===== src/rtl/mac_pkg.sv =====
package mac_pkg;
   typedef enum logic [3:0] {
      OP_NOP  = 4'd0,
      OP_MPY  = 4'd1,
      OP_MAC  = 4'd2,
      OP_MSU  = 4'd3,
      OP_ADD  = 4'd4,
      OP_SUB  = 4'd5,
      OP_MOV  = 4'd6,
      OP_MACA = 4'd7,
      OP_CLR  = 4'd8
   } mac_op_e;

   function automatic logic is_mult_op(input mac_op_e op);
      return (op == OP_MPY) || (op == OP_MAC) || (op == OP_MSU) || (op == OP_MACA);
   endfunction
endpackage


===== src/rtl/mac_mult.sv =====
module mac_mult #(
   parameter int OP_W    = 16,
   parameter int ACC_W   = 40,
   parameter bit FRAC_EN = 1'b1
) (
   input  logic [OP_W-1:0]  a_i,
   input  logic [OP_W-1:0]  b_i,
   input  logic             sg_i,
   input  logic             fr_i,
   output logic [ACC_W-1:0] p_o
);
   // One extra bit per operand lets one signed multiplier serve both formats.
   localparam int PW = 2*OP_W + 2;

   logic signed [OP_W:0]  ax;
   logic signed [OP_W:0]  bx;
   logic signed [PW-1:0]  full;
   logic [ACC_W-1:0]      ext;

   assign ax   = $signed({sg_i & a_i[OP_W-1], a_i});
   assign bx   = $signed({sg_i & b_i[OP_W-1], b_i});
   assign full = ax * bx;
   assign ext  = {{(ACC_W-PW){full[PW-1]}}, full};

   generate
      if (FRAC_EN) begin : g_frac
         // Signed fractional product gets one left shift to align the binary point.
         assign p_o = (sg_i && fr_i) ? {ext[ACC_W-2:0], 1'b0} : ext;
      end else begin : g_int
         logic unused_fr;
         assign unused_fr = fr_i;
         assign p_o = ext;
      end
   endgenerate
endmodule


===== src/rtl/mac_alu.sv =====
module mac_alu #(
   parameter int W = 40
) (
   input  logic [W-1:0] x_i,
   input  logic [W-1:0] y_i,
   input  logic         sub_i,
   output logic [W-1:0] res_o,
   output logic         ovf_o
);
   logic [W:0] xs;
   logic [W:0] ys;
   logic [W:0] sum;

   assign xs    = {x_i[W-1], x_i};
   assign ys    = {y_i[W-1], y_i};
   assign sum   = sub_i ? (xs - ys) : (xs + ys);
   assign res_o = sum[W-1:0];
   assign ovf_o = sum[W] ^ sum[W-1];
endmodule


===== src/rtl/mac_acc_bank.sv =====
module mac_acc_bank #(
   parameter int NUM_ACC = 2,
   parameter int ACC_W   = 40,
   localparam int SEL_W  = $clog2(NUM_ACC)
) (
   input  logic                            clk,
   input  logic                            rst_n,
   input  logic                            wr_en_i,
   input  logic [SEL_W-1:0]                wr_sel_i,
   input  logic [ACC_W-1:0]                wr_data_i,
   input  logic                            wr_ovf_i,
   input  logic [NUM_ACC-1:0]              clr_i,
   output logic [NUM_ACC-1:0][ACC_W-1:0]   acc_o,
   output logic [NUM_ACC-1:0]              ovf_o
);
   generate
      for (genvar i = 0; i < NUM_ACC; i++) begin : g_acc
         always_ff @(posedge clk) begin
            if (!rst_n || clr_i[i]) begin
               acc_o[i] <= '0;
               ovf_o[i] <= 1'b0;
            end else if (wr_en_i && (wr_sel_i == SEL_W'(i))) begin
               acc_o[i] <= wr_data_i;
               ovf_o[i] <= ovf_o[i] | wr_ovf_i;
            end
         end
      end
   endgenerate
endmodule


===== src/rtl/mac_datapath.sv =====
module mac_datapath #(
   parameter int OP_W    = 16,
   parameter int ACC_W   = 40,
   parameter int ADD_W   = 32,
   parameter int NUM_ACC = 2,
   parameter bit FRAC_EN = 1'b1,
   localparam int SEL_W  = $clog2(NUM_ACC)
) (
   input  logic                           clk,
   input  logic                           rst_n,
   input  logic                           op_valid,
   input  logic [3:0]                     op_code,
   input  logic [SEL_W-1:0]               acc_sel,
   input  logic [OP_W-1:0]                opnd_a,
   input  logic [OP_W-1:0]                opnd_b,
   input  logic                           is_signed,
   input  logic                           is_frac,
   input  logic [ADD_W-1:0]               addend,
   input  logic [NUM_ACC-1:0]             clr_mask,
   output logic [NUM_ACC-1:0][ACC_W-1:0]  acc_o,
   output logic [NUM_ACC-1:0]             ovf_o,
   output logic [ACC_W-1:0]               prod_o
);
   import mac_pkg::*;

   localparam int PROD_W = 2*OP_W + 2;

   // Elaboration-time parameter checks
   if (ACC_W <= PROD_W) begin : g_bad_acc_w
      $error("ACC_W must exceed 2*OP_W+2 to hold an extended product");
   end
   if (ADD_W >= ACC_W) begin : g_bad_add_w
      $error("ADD_W must be narrower than ACC_W");
   end
   if (NUM_ACC < 2 || (NUM_ACC & (NUM_ACC-1)) != 0) begin : g_bad_num
      $error("NUM_ACC must be a power of two of at least 2");
   end

   mac_op_e                op;
   logic [ACC_W-1:0]       prod_raw;
   logic [ACC_W-1:0]       addend_ext;
   logic [ACC_W-1:0]       prod_path;
   logic [ACC_W-1:0]       acc_self;
   logic [ACC_W-1:0]       acc_other;
   logic [ACC_W-1:0]       alu_y;
   logic                   alu_sub;
   logic [ACC_W-1:0]       alu_res;
   logic                   alu_ovf;
   logic                   wr_en;
   logic [ACC_W-1:0]       wr_data;
   logic                   wr_ovf;
   logic [NUM_ACC-1:0]     clr_eff;
   logic [ACC_W-1:0]       prod_q;

   assign op = mac_op_e'(op_code);

   mac_mult #(.OP_W(OP_W), .ACC_W(ACC_W), .FRAC_EN(FRAC_EN)) u_mult (
      .a_i  (opnd_a),
      .b_i  (opnd_b),
      .sg_i (is_signed),
      .fr_i (is_frac),
      .p_o  (prod_raw)
   );

   assign addend_ext = {{(ACC_W-ADD_W){is_signed & addend[ADD_W-1]}}, addend};
   assign prod_path  = (op == OP_MACA) ? (prod_raw + addend_ext) : prod_raw;

   assign acc_self  = acc_o[acc_sel];
   assign acc_other = acc_o[acc_sel ^ SEL_W'(1)];

   always_comb begin
      alu_y   = prod_path;
      alu_sub = 1'b0;
      wr_en   = 1'b0;
      wr_data = alu_res;
      wr_ovf  = 1'b0;
      if (op_valid) begin
         unique case (op)
            OP_MPY: begin
               wr_en   = 1'b1;
               wr_data = prod_path;
            end
            OP_MAC, OP_MACA: begin
               wr_en  = 1'b1;
               wr_ovf = alu_ovf;
            end
            OP_MSU: begin
               alu_sub = 1'b1;
               wr_en   = 1'b1;
               wr_ovf  = alu_ovf;
            end
            OP_ADD: begin
               alu_y  = acc_other;
               wr_en  = 1'b1;
               wr_ovf = alu_ovf;
            end
            OP_SUB: begin
               alu_y   = acc_other;
               alu_sub = 1'b1;
               wr_en   = 1'b1;
               wr_ovf  = alu_ovf;
            end
            OP_MOV: begin
               wr_en   = 1'b1;
               wr_data = acc_other;
            end
            default: ;
         endcase
      end
   end

   mac_alu #(.W(ACC_W)) u_alu (
      .x_i   (acc_self),
      .y_i   (alu_y),
      .sub_i (alu_sub),
      .res_o (alu_res),
      .ovf_o (alu_ovf)
   );

   // External clears and the clear opcode merge; the bank gives them priority.
   always_comb begin
      clr_eff = clr_mask;
      if (op_valid && op == OP_CLR) clr_eff[acc_sel] = 1'b1;
   end

   mac_acc_bank #(.NUM_ACC(NUM_ACC), .ACC_W(ACC_W)) u_bank (
      .clk       (clk),
      .rst_n     (rst_n),
      .wr_en_i   (wr_en),
      .wr_sel_i  (acc_sel),
      .wr_data_i (wr_data),
      .wr_ovf_i  (wr_ovf),
      .clr_i     (clr_eff),
      .acc_o     (acc_o),
      .ovf_o     (ovf_o)
   );

   always_ff @(posedge clk) begin
      if (!rst_n) prod_q <= '0;
      else if (op_valid && is_mult_op(op)) prod_q <= prod_path;
   end

   assign prod_o = prod_q;
endmodule


===== config.mk =====
export PLATFORM = sky130hd
export DESIGN_NAME = mac_datapath
export DESIGN_NICKNAME = d
export VERILOG_FILES = /design/src/rtl/mac_pkg.sv /design/src/rtl/mac_mult.sv /design/src/rtl/mac_alu.sv /design/src/rtl/mac_acc_bank.sv /design/src/rtl/mac_datapath.sv
export SDC_FILE = /design/constraint.sdc
export NUM_CORES = 1
export LEC_CHECK = 0
export BUFFER_PORTS_ARGS = -buffer_cell sky130_fd_sc_hd__buf_4
export CAP_MARGIN = 20
export CELL_PAD_IN_SITES_DETAIL_PLACEMENT = 0
export CELL_PAD_IN_SITES_GLOBAL_PLACEMENT = 1
export CORE_AREA = 2 2 228 230
export CTS_CLUSTER_DIAMETER = 80
export CTS_CLUSTER_SIZE = 16
export DETAILED_ROUTE_END_ITERATION = 10
export DIE_AREA = 0 0 230 232
export PLACE_DENSITY = 0.91
export SYNTH_ARGS = -nofsm -noshare
export SYNTH_HDL_FRONTEND = slang
export SYNTH_HIERARCHICAL = 1
export SYNTH_SLANG_ARGS = --single-unit
export TNS_END_PERCENT = 5

===== constraint.sdc =====
create_clock -name clk -period 16.2 [get_ports clk]
set_clock_uncertainty 0.15 [all_clocks]
set_input_delay 2.43 -clock clk [delete_from_list [all_inputs] [get_ports clk]]
set_output_delay 2.43 -clock clk [all_outputs]
set_load 0.005 [all_outputs]

==> summary.md, run 1 <==
| Metric | Value |
|---|---|
| Post-synthesis cell type with the largest combined area | `fa_1` |
| Fin util | `0.511` |
| Period utilization | `0.878` |
| Vias | `21200` |
| Seq/Total Area, Yosys | `0.103` |
| Clock Tree Buf Depth | `2` |
| Post-CTS resize count | `0` |
| Core region area | `50900 sq um` |
| Fmax | `0.0703 GHz` |
| Number of flops mapped to enable cells by yosys | `0` |
| Setup crit end | `u_bank/ovf_o[1]` |
| Worst Tran Pin Value | `1050 ps` |
| Status | `complete, no violations` |
| Crit Path Max Fanout | `24` |
| I/O pin cnt | `198` |
| Commonest non-fill, non-tap cells in the layout | `447 x nand2_1, 342 x inv_1, 298 x fa_1` |
| Sink Count | `122` |
| FILL cells | `4850` |
| Leading post-synthesis cells by cell area | `fa_1 25%, dfxtp_1 10%, ha_1 8.7%, nand2_1 7.1%, inv_1 5.4%` |
| Most common cell after layout, fill and taps aside | `nand2_1` |
| Synth unique cells | `95` |
| Syn Inst Count | `2931` |
| Input/output buffers | `197` |
| Start point of the critical path | `opnd_a[15]` |
| Routed Wire Length | `71.9 mm` |
| DIE WIDTH | `230 um` |
| HPWL Detailed | `58.0 mm` |
| Synth async-reset ratio | `0` |
| Setup Fix Bufs, Post-CTS | `0` |
| Req. time, crit path | `16410 ps` |
| R2R Path End | `u_bank/ovf_o[1]` |
| Slew HR | `0.299` |
| Worst hold-check path type | `reg2reg` |
| Worst setup EP type | `register` |
| First-pass GRT wire length | `115 mm` |
| Tmin final | `14220 ps` |
| Max-slew violation count | `0` |
| Yosys warning total | `6` |
| TritonRoute pass-1 iters | `5` |
| Critical path's slowest cell | `a211oi_1` |
| Setup slack, reg-to-reg | `10620 ps` |
| Cell area after synthesis | `23600 sq um` |
| GRT Total Usage | `0.271` |
| Top-area cell type share of the netlist area | `0.253` |
| Startpoint class of the critical path | `input port` |
| R2R cell count | `23` |
| Maxcap violations | `0` |
| Fin nets | `3541` |
| Total negative slack | `0 ps` |
| Most used flip-flop cell after synthesis | `dfxtp_1` |
| RR Startpoint | `u_bank/acc_o[9]` |
| Area delta synth->final | `10.1%` |
| GP Congestion | `0.948` |
| Reg clk slew, reported paths | `60 ps` |
| # rows | `83` |
| RSZ-0062 raised after global routing | `no` |
| Syn_nets | `3470` |
| Mapped Avg Cell Area | `8.06 sq um` |
| Hold Violations, Final | `0` |
| Hold bufs inserted after CTS | `0` |
| Minimum hold slack | `341 ps` |
| Routed Antenna Nets | `0` |
| DRC violations left | `0` |
| Clk Tree Root Cell | `clkbuf_16` |
| # setup viols final | `0` |
| Vias per inst | `5.72` |
| Initial antenna violation count | `6` |
| Die area | `53400 sq um` |
| WL/cell | `19.4 um` |
| Count of state elements after synthesis | `122` |
| Total grt overflow | `0` |
| Die H | `232 um` |
| Worst hold start | `u_bank/acc_o[78]` |
| CTS buffer count | `17` |
| CTS H-tree depth | `4` |
| CTS tree | `built` |
| Largest net degree at the start of global routing | `66` |
| Share of cells above drive strength 1 | `0.112` |
| DR iter-0 viols | `1794` |
| Initial Util | `0.464` |
| WP data arrival | `14430 ps` |
| Worst path max stage delay | `630 ps` |
| Worst-skew pair later-pin latency | `440 ps` |
| Vias in the first global route | `21100` |
| WS Path Type | `in2reg` |
[sequential cells by signal (all words and copies together), names as in the netlist]
register      flops
u_bank/acc_o     80
prod_o           40
u_bank/ovf_o      2
[worst max-delay path: cells and delay by family]
family,cells,cell delay (ps)
compound gates,13,3720
xor+xnor,4,710
fa+ha+maj,9,4140
buf+inv,7,650
mux,1,140
simple gates,13,2610
[how the worst min path moves through the flow]
stage | to | cells past startpoint | slack (ps)
final | u_bank/acc_o[78] | 2 | 340
after global routing | u_bank/acc_o[49] | 2 | 350
after CTS | u_bank/acc_o[49] | 2 | 340
after detailed placement | u_bank/acc_o[63] | 2 | 330
after global placement | u_bank/acc_o[68] | 2 | 320
after floorplan | prod_o[19] | 2 | 300
[final cells by class]
cell class	instances	area (sq um)	share of cell area
Sequential cell	122	2440	0.0939
Clock inverter	10	166	0.00640
Inverter	343	1290	0.0495
Tap cell	680	851	0.0327
Clock buffer	21	460	0.0177
Multi-Input combinational cell	2305	19200	0.738
Timing Repair Buffer	213	1600	0.0615
Antenna cell	3	7.51	0.000289
[through the flow]
stage / worst slack [ps] / std cells / cell area (sq um)
global placement: 1930 / 3663 / 25400
finish: 1980 / 3697 / 26000
global route: 1090 / 3694 / 26000
floorplan: 3270 / 2931 / 23600
detailed placement: 1720 / 3663 / 25400
CTS: 2120 / 3694 / 26000
[synth_stat cells (all sizes together) (6+ instances only)]
cell / number
clkbuf: 108
a211o: 7
o31ai: 7
dfxtp: 122
o21ai: 132
nand4: 21
a31oi: 22
nor4: 11
mux2i: 88
or3: 8
fa: 298
xor2: 48
and2: 136
a211oi: 30
a22oi: 6
nand2b: 26
o21bai: 15
o21a: 13
and4: 6
nor2b: 15
a21oi: 258
o211ai: 8
xnor2: 98
nand3: 23
mux2: 47
buf: 53
inv: 343
a22o: 40
and3: 23
ha: 165
o22ai: 12
nor2: 151
nand2: 449
a21o: 41
nor3: 30
[logic make-up (layout without fill, tap and decap cells)]
| logic type | Yosys count | count (layout) | share of synthesized area |
|---|---|---|---|
| other | 0 | 3 | 0 |
| xor gates and xnor gates | 146 | 146 | 0.0542 |
| AOI/OAI and AO/OA | 645 | 645 | 0.175 |
| muxes | 135 | 135 | 0.0597 |
| and+or+nand+nor | 915 | 915 | 0.182 |
| DFF | 122 | 122 | 0.103 |
| adders and majority gates | 464 | 464 | 0.341 |
| buffers and inverters | 504 | 587 | 0.0850 |
[routing by layer]
metal / vias to the layer above / wire length [um] / track usage
met1: 10300 / 31600 / 0.373
met2: 865 / 33400 / 0.441
met4: 6 / 1850 / 0.0849
met5: - / 31 / 0
met3: 113 / 5030 / 0.0356
li1: 9879 / - / -
Power of run 1 is left out: the tool's default activity adds up to more than one toggle a clock period on the data nets, which glitch-free logic cannot reach.
==> inputs of run 2 (changes only) <==
- BUFFER_PORTS_ARGS: -buffer_cell sky130_fd_sc_hd__buf_4 -> default
- CORE_AREA: 2 2 228 230 -> 2 2 219 221
- DIE_AREA: 0 0 230 232 -> 0 0 221 223
- DONT_BUFFER_PORTS: default -> 1
- PLACE_DENSITY: 0.91 -> 0.92
==> run 2 against run 1 <==
  * Design area shrank 6.1%
  * Non-clock buffer count fell by 199
  * Global-route usage grew 1.8 points
  * Setup slack worse by 15 ps
  * Critical path depth down 1
  * Core utilization increased by 0.69 points
  * Highest routed layer unchanged
  * Sequential share of layout area is 0.61 points higher
  * Register-to-register slack is essentially flat
  * First-iteration DRC count shrank 23%
  * Sequential cell count did not move
  * Worst hold slack better by 18 ps
  * Wire length down 1.2%
==> summary.md, run 2 (synthesized netlist as in run 1, its figures left out) <==
| Metric | Value |
|---|---|
| Core region area | `47100 sq um (was 50900 sq um)` |
| Crit Path Max Fanout | `10 (was 24)` |
| Initial antenna violation count | `11 (was 6)` |
| Commonest non-fill, non-tap cells in the layout | `447 x nand2_1, 342 x inv_1, 298 x fa_1 (unchanged)` |
| Maxcap violations | `0 (unchanged)` |
| Startpoint class of the critical path | `input port (unchanged)` |
| Largest net degree at the start of global routing | `87 (was 66)` |
| WP data arrival | `14460 ps (was 14430 ps)` |
| Worst setup EP type | `register (unchanged)` |
| Share of cells above drive strength 1 | `0.0511 (was 0.112)` |
| Input/output buffers | `0 (was 197)` |
| Total grt overflow | `0 (unchanged)` |
| Reg clk slew, reported paths | `70 ps (was 60 ps)` |
| FILL cells | `4427 (was 4850)` |
| Max-slew violation count | `0 (unchanged)` |
| Sink Count | `122 (unchanged)` |
| DIE WIDTH | `221 um (was 230 um)` |
| Pre-CTS setup slack | `1650 ps (was 1720 ps)` |
| Largest register FFs | `80 (unchanged)` |
| Vias | `20200 (was 21200)` |
| I/O pin cnt | `198 (unchanged)` |
| WS Path Type | `in2reg (unchanged)` |
| Vias in the first global route | `20400 (was 21100)` |
| RSZ-0062 raised after global routing | `no (unchanged)` |
| Fin nets | `3342 (was 3541)` |
| Status | `complete, no violations (unchanged)` |
| Vias per inst | `5.89 (was 5.72)` |
| # rows | `80 (was 83)` |
| Hold Violations, Final | `0 (unchanged)` |
| Setup Fix Bufs, Post-CTS | `0 (unchanged)` |
| Clock Tree Buf Depth | `2 (unchanged)` |
| CTS buffer count | `17 (unchanged)` |
| First-pass GRT wire length | `114 mm (was 115 mm)` |
| Final Worst Setup Slack | `1970 ps (was 1980 ps)` |
| Worst Tran Pin Value | `1140 ps (was 1050 ps)` |
| Period utilization | `0.879 (was 0.878)` |
| Total negative slack | `0 ps (unchanged)` |
| Worst path max stage delay | `770 ps (was 630 ps)` |
| Fmax | `0.0702 GHz (was 0.0703 GHz)` |
| Tmin final | `14230 ps (was 14220 ps)` |
| Die H | `223 um (was 232 um)` |
| WL/cell | `20.7 um (was 19.4 um)` |
| Slew HR | `0.238 (was 0.299)` |
| Most frequent CP cell | `fa_1` |
| # setup viols final | `0 (unchanged)` |
| Critical path's slowest cell | `o311ai_0 (was a211oi_1)` |
| TritonRoute pass-1 iters | `5 (unchanged)` |
| Worst hold-check path type | `reg2reg (unchanged)` |
| GP Congestion | `0.967 (was 0.948)` |
| Die area | `49300 sq um (was 53400 sq um)` |
| Hold bufs inserted after CTS | `0 (unchanged)` |
| Initial Util | `0.501 (was 0.464)` |
| Routed Antenna Nets | `0 (unchanged)` |
| DR iter-0 viols | `1373 (was 1794)` |
| CTS tree | `built (unchanged)` |
| CTS H-tree depth | `4 (unchanged)` |
| GRT Total Usage | `0.289 (was 0.271)` |
| Routed Wire Length | `71.0 mm (was 71.9 mm)` |
| DRC violations left | `0 (unchanged)` |
| Most common cell after layout, fill and taps aside | `nand2_1 (unchanged)` |
| Most flop-heavy register | `u_bank/acc_o (unchanged)` |
| Worst-skew pair later-pin latency | `450 ps (was 440 ps)` |
| Post-CTS resize count | `0 (unchanged)` |
| Area delta synth->final | `3.38% (was 10.1%)` |
| Clk Tree Root Cell | `clkbuf_16 (unchanged)` |
| Req. time, crit path | `16420 ps (was 16410 ps)` |
| HPWL Detailed | `57.0 mm (was 58.0 mm)` |
-- run 2: changes by cell type in the layout (fill, tap and decap cells not counted), moves of 2 or more --
cell and delta:
inv_8 +3, inv_6 +5, bufinv_16 -2, buf_4 -199, clkbuf_1 -2, clkbuf_8 -2
diode_2 +2
-- run 2: area by class of cell --
cell class	count	area, sq um	area share
clock inverter	15	179	0.00733
antenna	5	12.5	0.000513
sequential	122	2440	0.100
tap	615	769	0.0315
timing repair buffer	14	105	0.00431
clock buffer	17	425	0.0174
inverter	343	1290	0.0527
multi-input combinational	2305	19200	0.786
-- run 2: critical path, delay by kind of cell --
family	cells	cell delay, ps
buffers and inverters	5	340
AO/OA/AOI/OAI	12	3420
multiplexers	2	510
AND/OR/NAND/NOR	14	2790
XOR/XNOR	4	800
adder cells (fa/ha/maj)	9	4140
-- run 2: metrics by stage --
step	instance area, sq um	hold WS (ps)	cells	util
finish	24400	359	3436	0.518
global route	24400	374	3436	0.518
CTS	24400	358	3431	0.517
detailed placement	23800	349	3399	0.505
global placement	23800	338	3399	0.505
floorplan	23600	303	2931	-
-- run 2: layer usage --
layer  track usage  part of all wire  vias to the layer above
li1              -                 -                     9492
met1         0.383              0.42                     9843
met2         0.471              0.47                      805
met3        0.0684             0.087                       90
met4        0.0840             0.021                       12
met5             0            0.0010                        -
-- run 2: path summary, 6_finish.rpt --
path,startpoint,endpoint,slack (ps),cells past startpoint
setup / recovery,is_signed,u_bank/ovf_o[0],1970,46
hold reg to reg,u_bank/acc_o[0],u_bank/acc_o[0],360,2
setup reg to reg,u_bank/acc_o[9],u_bank/ovf_o[0],10610,23
hold / removal,u_bank/acc_o[0],u_bank/acc_o[0],360,2
Power of run 2 is left out for the same reason.
==> inputs of run 3 (changes only) <==
- CELL_PAD_IN_SITES_DETAIL_PLACEMENT: 0 -> 1
- SKIP_LAST_GASP: default -> 1
==> run 3 against run 2 <==
  * Non-clock buffer count did not move
  * Maximum frequency fell by 5.1%
  * Critical path type unchanged
  * Sequential share of layout area barely moved
  * Sequential cell count did not move
  * Critical endpoint unchanged
==> summary.md, run 3 (synthesized netlist as in run 1, its figures left out) <==
| Metric | Value |
|---|---|
| Hold bufs inserted after CTS | `0 (unchanged)` |
| Req. time, crit path | `16420 ps (about the same)` |
| Routed Antenna Nets | `0 (unchanged)` |
| Startpoint class of the critical path | `input port (unchanged)` |
| GRT Total Usage | `0.333 (was 0.289)` |
| Total grt overflow | `0 (unchanged)` |
| Multi-input gate area | `19200 sq um (unchanged)` |
| Clk Tree Root Cell | `clkbuf_16 (unchanged)` |
| Critical path's slowest cell | `o311ai_0 (unchanged)` |
| Die H | `223 um (unchanged)` |
| WS Path Type | `in2reg (unchanged)` |
| Vias | `21100 (was 20200)` |
| CTS H-tree depth | `4 (unchanged)` |
| Commonest non-fill, non-tap cells in the layout | `447 x nand2_1, 342 x inv_1, 298 x fa_1 (unchanged)` |
| Most flop-heavy register | `u_bank/acc_o (unchanged)` |
| Maxcap violations | `0 (unchanged)` |
| GP Congestion | `0.967 (unchanged)` |
| Clock Tree Buf Depth | `2 (unchanged)` |
| Worst hold-check path type | `reg2reg (unchanged)` |
| DIE WIDTH | `221 um (unchanged)` |
| WP data arrival | `15210 ps (was 14460 ps)` |
| Tmin final | `15000 ps (was 14230 ps)` |
| Status | `complete, no violations (unchanged)` |
| Fin nets | `3342 (unchanged)` |
| Setup Fix Bufs, Post-CTS | `0 (unchanged)` |
| Largest register FFs | `80 (unchanged)` |
| TritonRoute pass-1 iters | `5 (unchanged)` |
| Max-slew violation count | `0 (unchanged)` |
| Post-CTS resize count | `0 (unchanged)` |
| Largest net degree at the start of global routing | `87 (unchanged)` |
| Worst Tran Pin Value | `1150 ps (was 1140 ps)` |
| HPWL Detailed | `66.7 mm (was 57.0 mm)` |
| Top delay family on crit path | `compound AO/OA/AOI/OAI gates (was adder cells)` |
| Crit Path Max Fanout | `10 (unchanged)` |
| Reg clk slew, reported paths | `60 ps (was 70 ps)` |
| Worst setup EP type | `register (unchanged)` |
| Routed Wire Length | `82.3 mm (was 71.0 mm)` |
| Fmax | `0.0667 GHz (was 0.0702 GHz)` |
| I/O pin cnt | `198 (unchanged)` |
| Minimum hold slack | `365 ps (was 359 ps)` |
| Vias per inst | `6.15 (was 5.89)` |
| Area delta synth->final | `3.27% (was 3.38%)` |
| Sink Count | `122 (unchanged)` |
| CP bufs+invs | `6 (was 5)` |
| Hold Violations, Final | `0 (unchanged)` |
| Period utilization | `0.926 (was 0.879)` |
| Most common cell after layout, fill and taps aside | `nand2_1 (unchanged)` |
| Total negative slack | `0 ps (unchanged)` |
| Initial antenna violation count | `8 (was 11)` |
| Core region area | `47100 sq um (unchanged)` |
| FILL cells | `5737 (was 4427)` |
| RSZ-0062 raised after global routing | `no (unchanged)` |
| Setup slack, reg-to-reg | `10410 ps (was 10610 ps)` |
| WL/cell | `23.9 um (was 20.7 um)` |
| FF+latch area | `2440 sq um (unchanged)` |
| First-pass GRT wire length | `130 mm (was 114 mm)` |
| Worst path max stage delay | `870 ps (was 770 ps)` |
| Share of cells above drive strength 1 | `0.0511 (unchanged)` |
| # setup viols final | `0 (unchanged)` |
| CTS buffer count | `17 (unchanged)` |
| Input/output buffers | `0 (unchanged)` |
| DRC violations left | `0 (unchanged)` |
| Worst-skew pair later-pin latency | `450 ps (about the same)` |
| Vias in the first global route | `23200 (was 20400)` |
| # rows | `80 (unchanged)` |
| CTS tree | `built (unchanged)` |
| Die area | `49300 sq um (unchanged)` |
| DR iter-0 viols | `1147 (was 1373)` |
| Initial Util | `0.501 (unchanged)` |
| Slew HR | `0.236 (was 0.238)` |
-- run 3: changes by cell type in the layout (fill, tap and decap cells not counted) --
cell / change
diode_2: +3
bufinv_16: -2
clkinv_8: +1
clkinvlp_4: -1
inv_6: +1
inv_8: +1
-- run 3: cell type report --
class	count	share of cell area
diodes	8	0.000821
clock buffers	17	0.0174
clock inverters	15	0.00605
inverters	343	0.0528
multi-input cells	2305	0.787
flip-flops and latches	122	0.100
well taps	615	0.0316
repair buffers	14	0.00431
-- run 3: tightest hold or removal path, stage by stage, from the launching register on --
cell and delay (ps):
dfxtp_1 350, nand2_1 70, a21oi_1 50
-- run 3: worst paths after layout --
check / from / endpoint / cells after the start
worst max-delay path: is_signed / u_bank/ovf_o[0] / 47
worst min-delay path: u_bank/acc_o[37] / u_bank/acc_o[37] / 2
worst max register to register: u_bank/acc_o[9] / u_bank/ovf_o[0] / 23
worst min register to register: u_bank/acc_o[37] / u_bank/acc_o[37] / 2
-- run 3: layer usage --
| layer | GRT usage | wire length (um) |
|---|---|---|
| met1 | 0.410 | 32900 |
| met2 | 0.574 | 40800 |
| met3 | 0.0699 | 5900 |
| met4 | 0.122 | 2620 |
| met5 | 0 | 13 |
-- run 3: through the flow --
| step | cell area [sq um] | setup slack, ps | util | std cells |
|---|---|---|---|---|
| final | 24400 | 1210 | 0.517 | 3439 |
| after global routing | 24400 | 607 | 0.517 | 3438 |
| after CTS | 24400 | 1540 | 0.517 | 3431 |
| after detailed placement | 23800 | 1190 | 0.505 | 3399 |
| after global placement | 23800 | 1730 | 0.505 | 3399 |
| after floorplan | 23600 | 3270 | - | 2931 |
Power of run 3 is left out for the same reason.
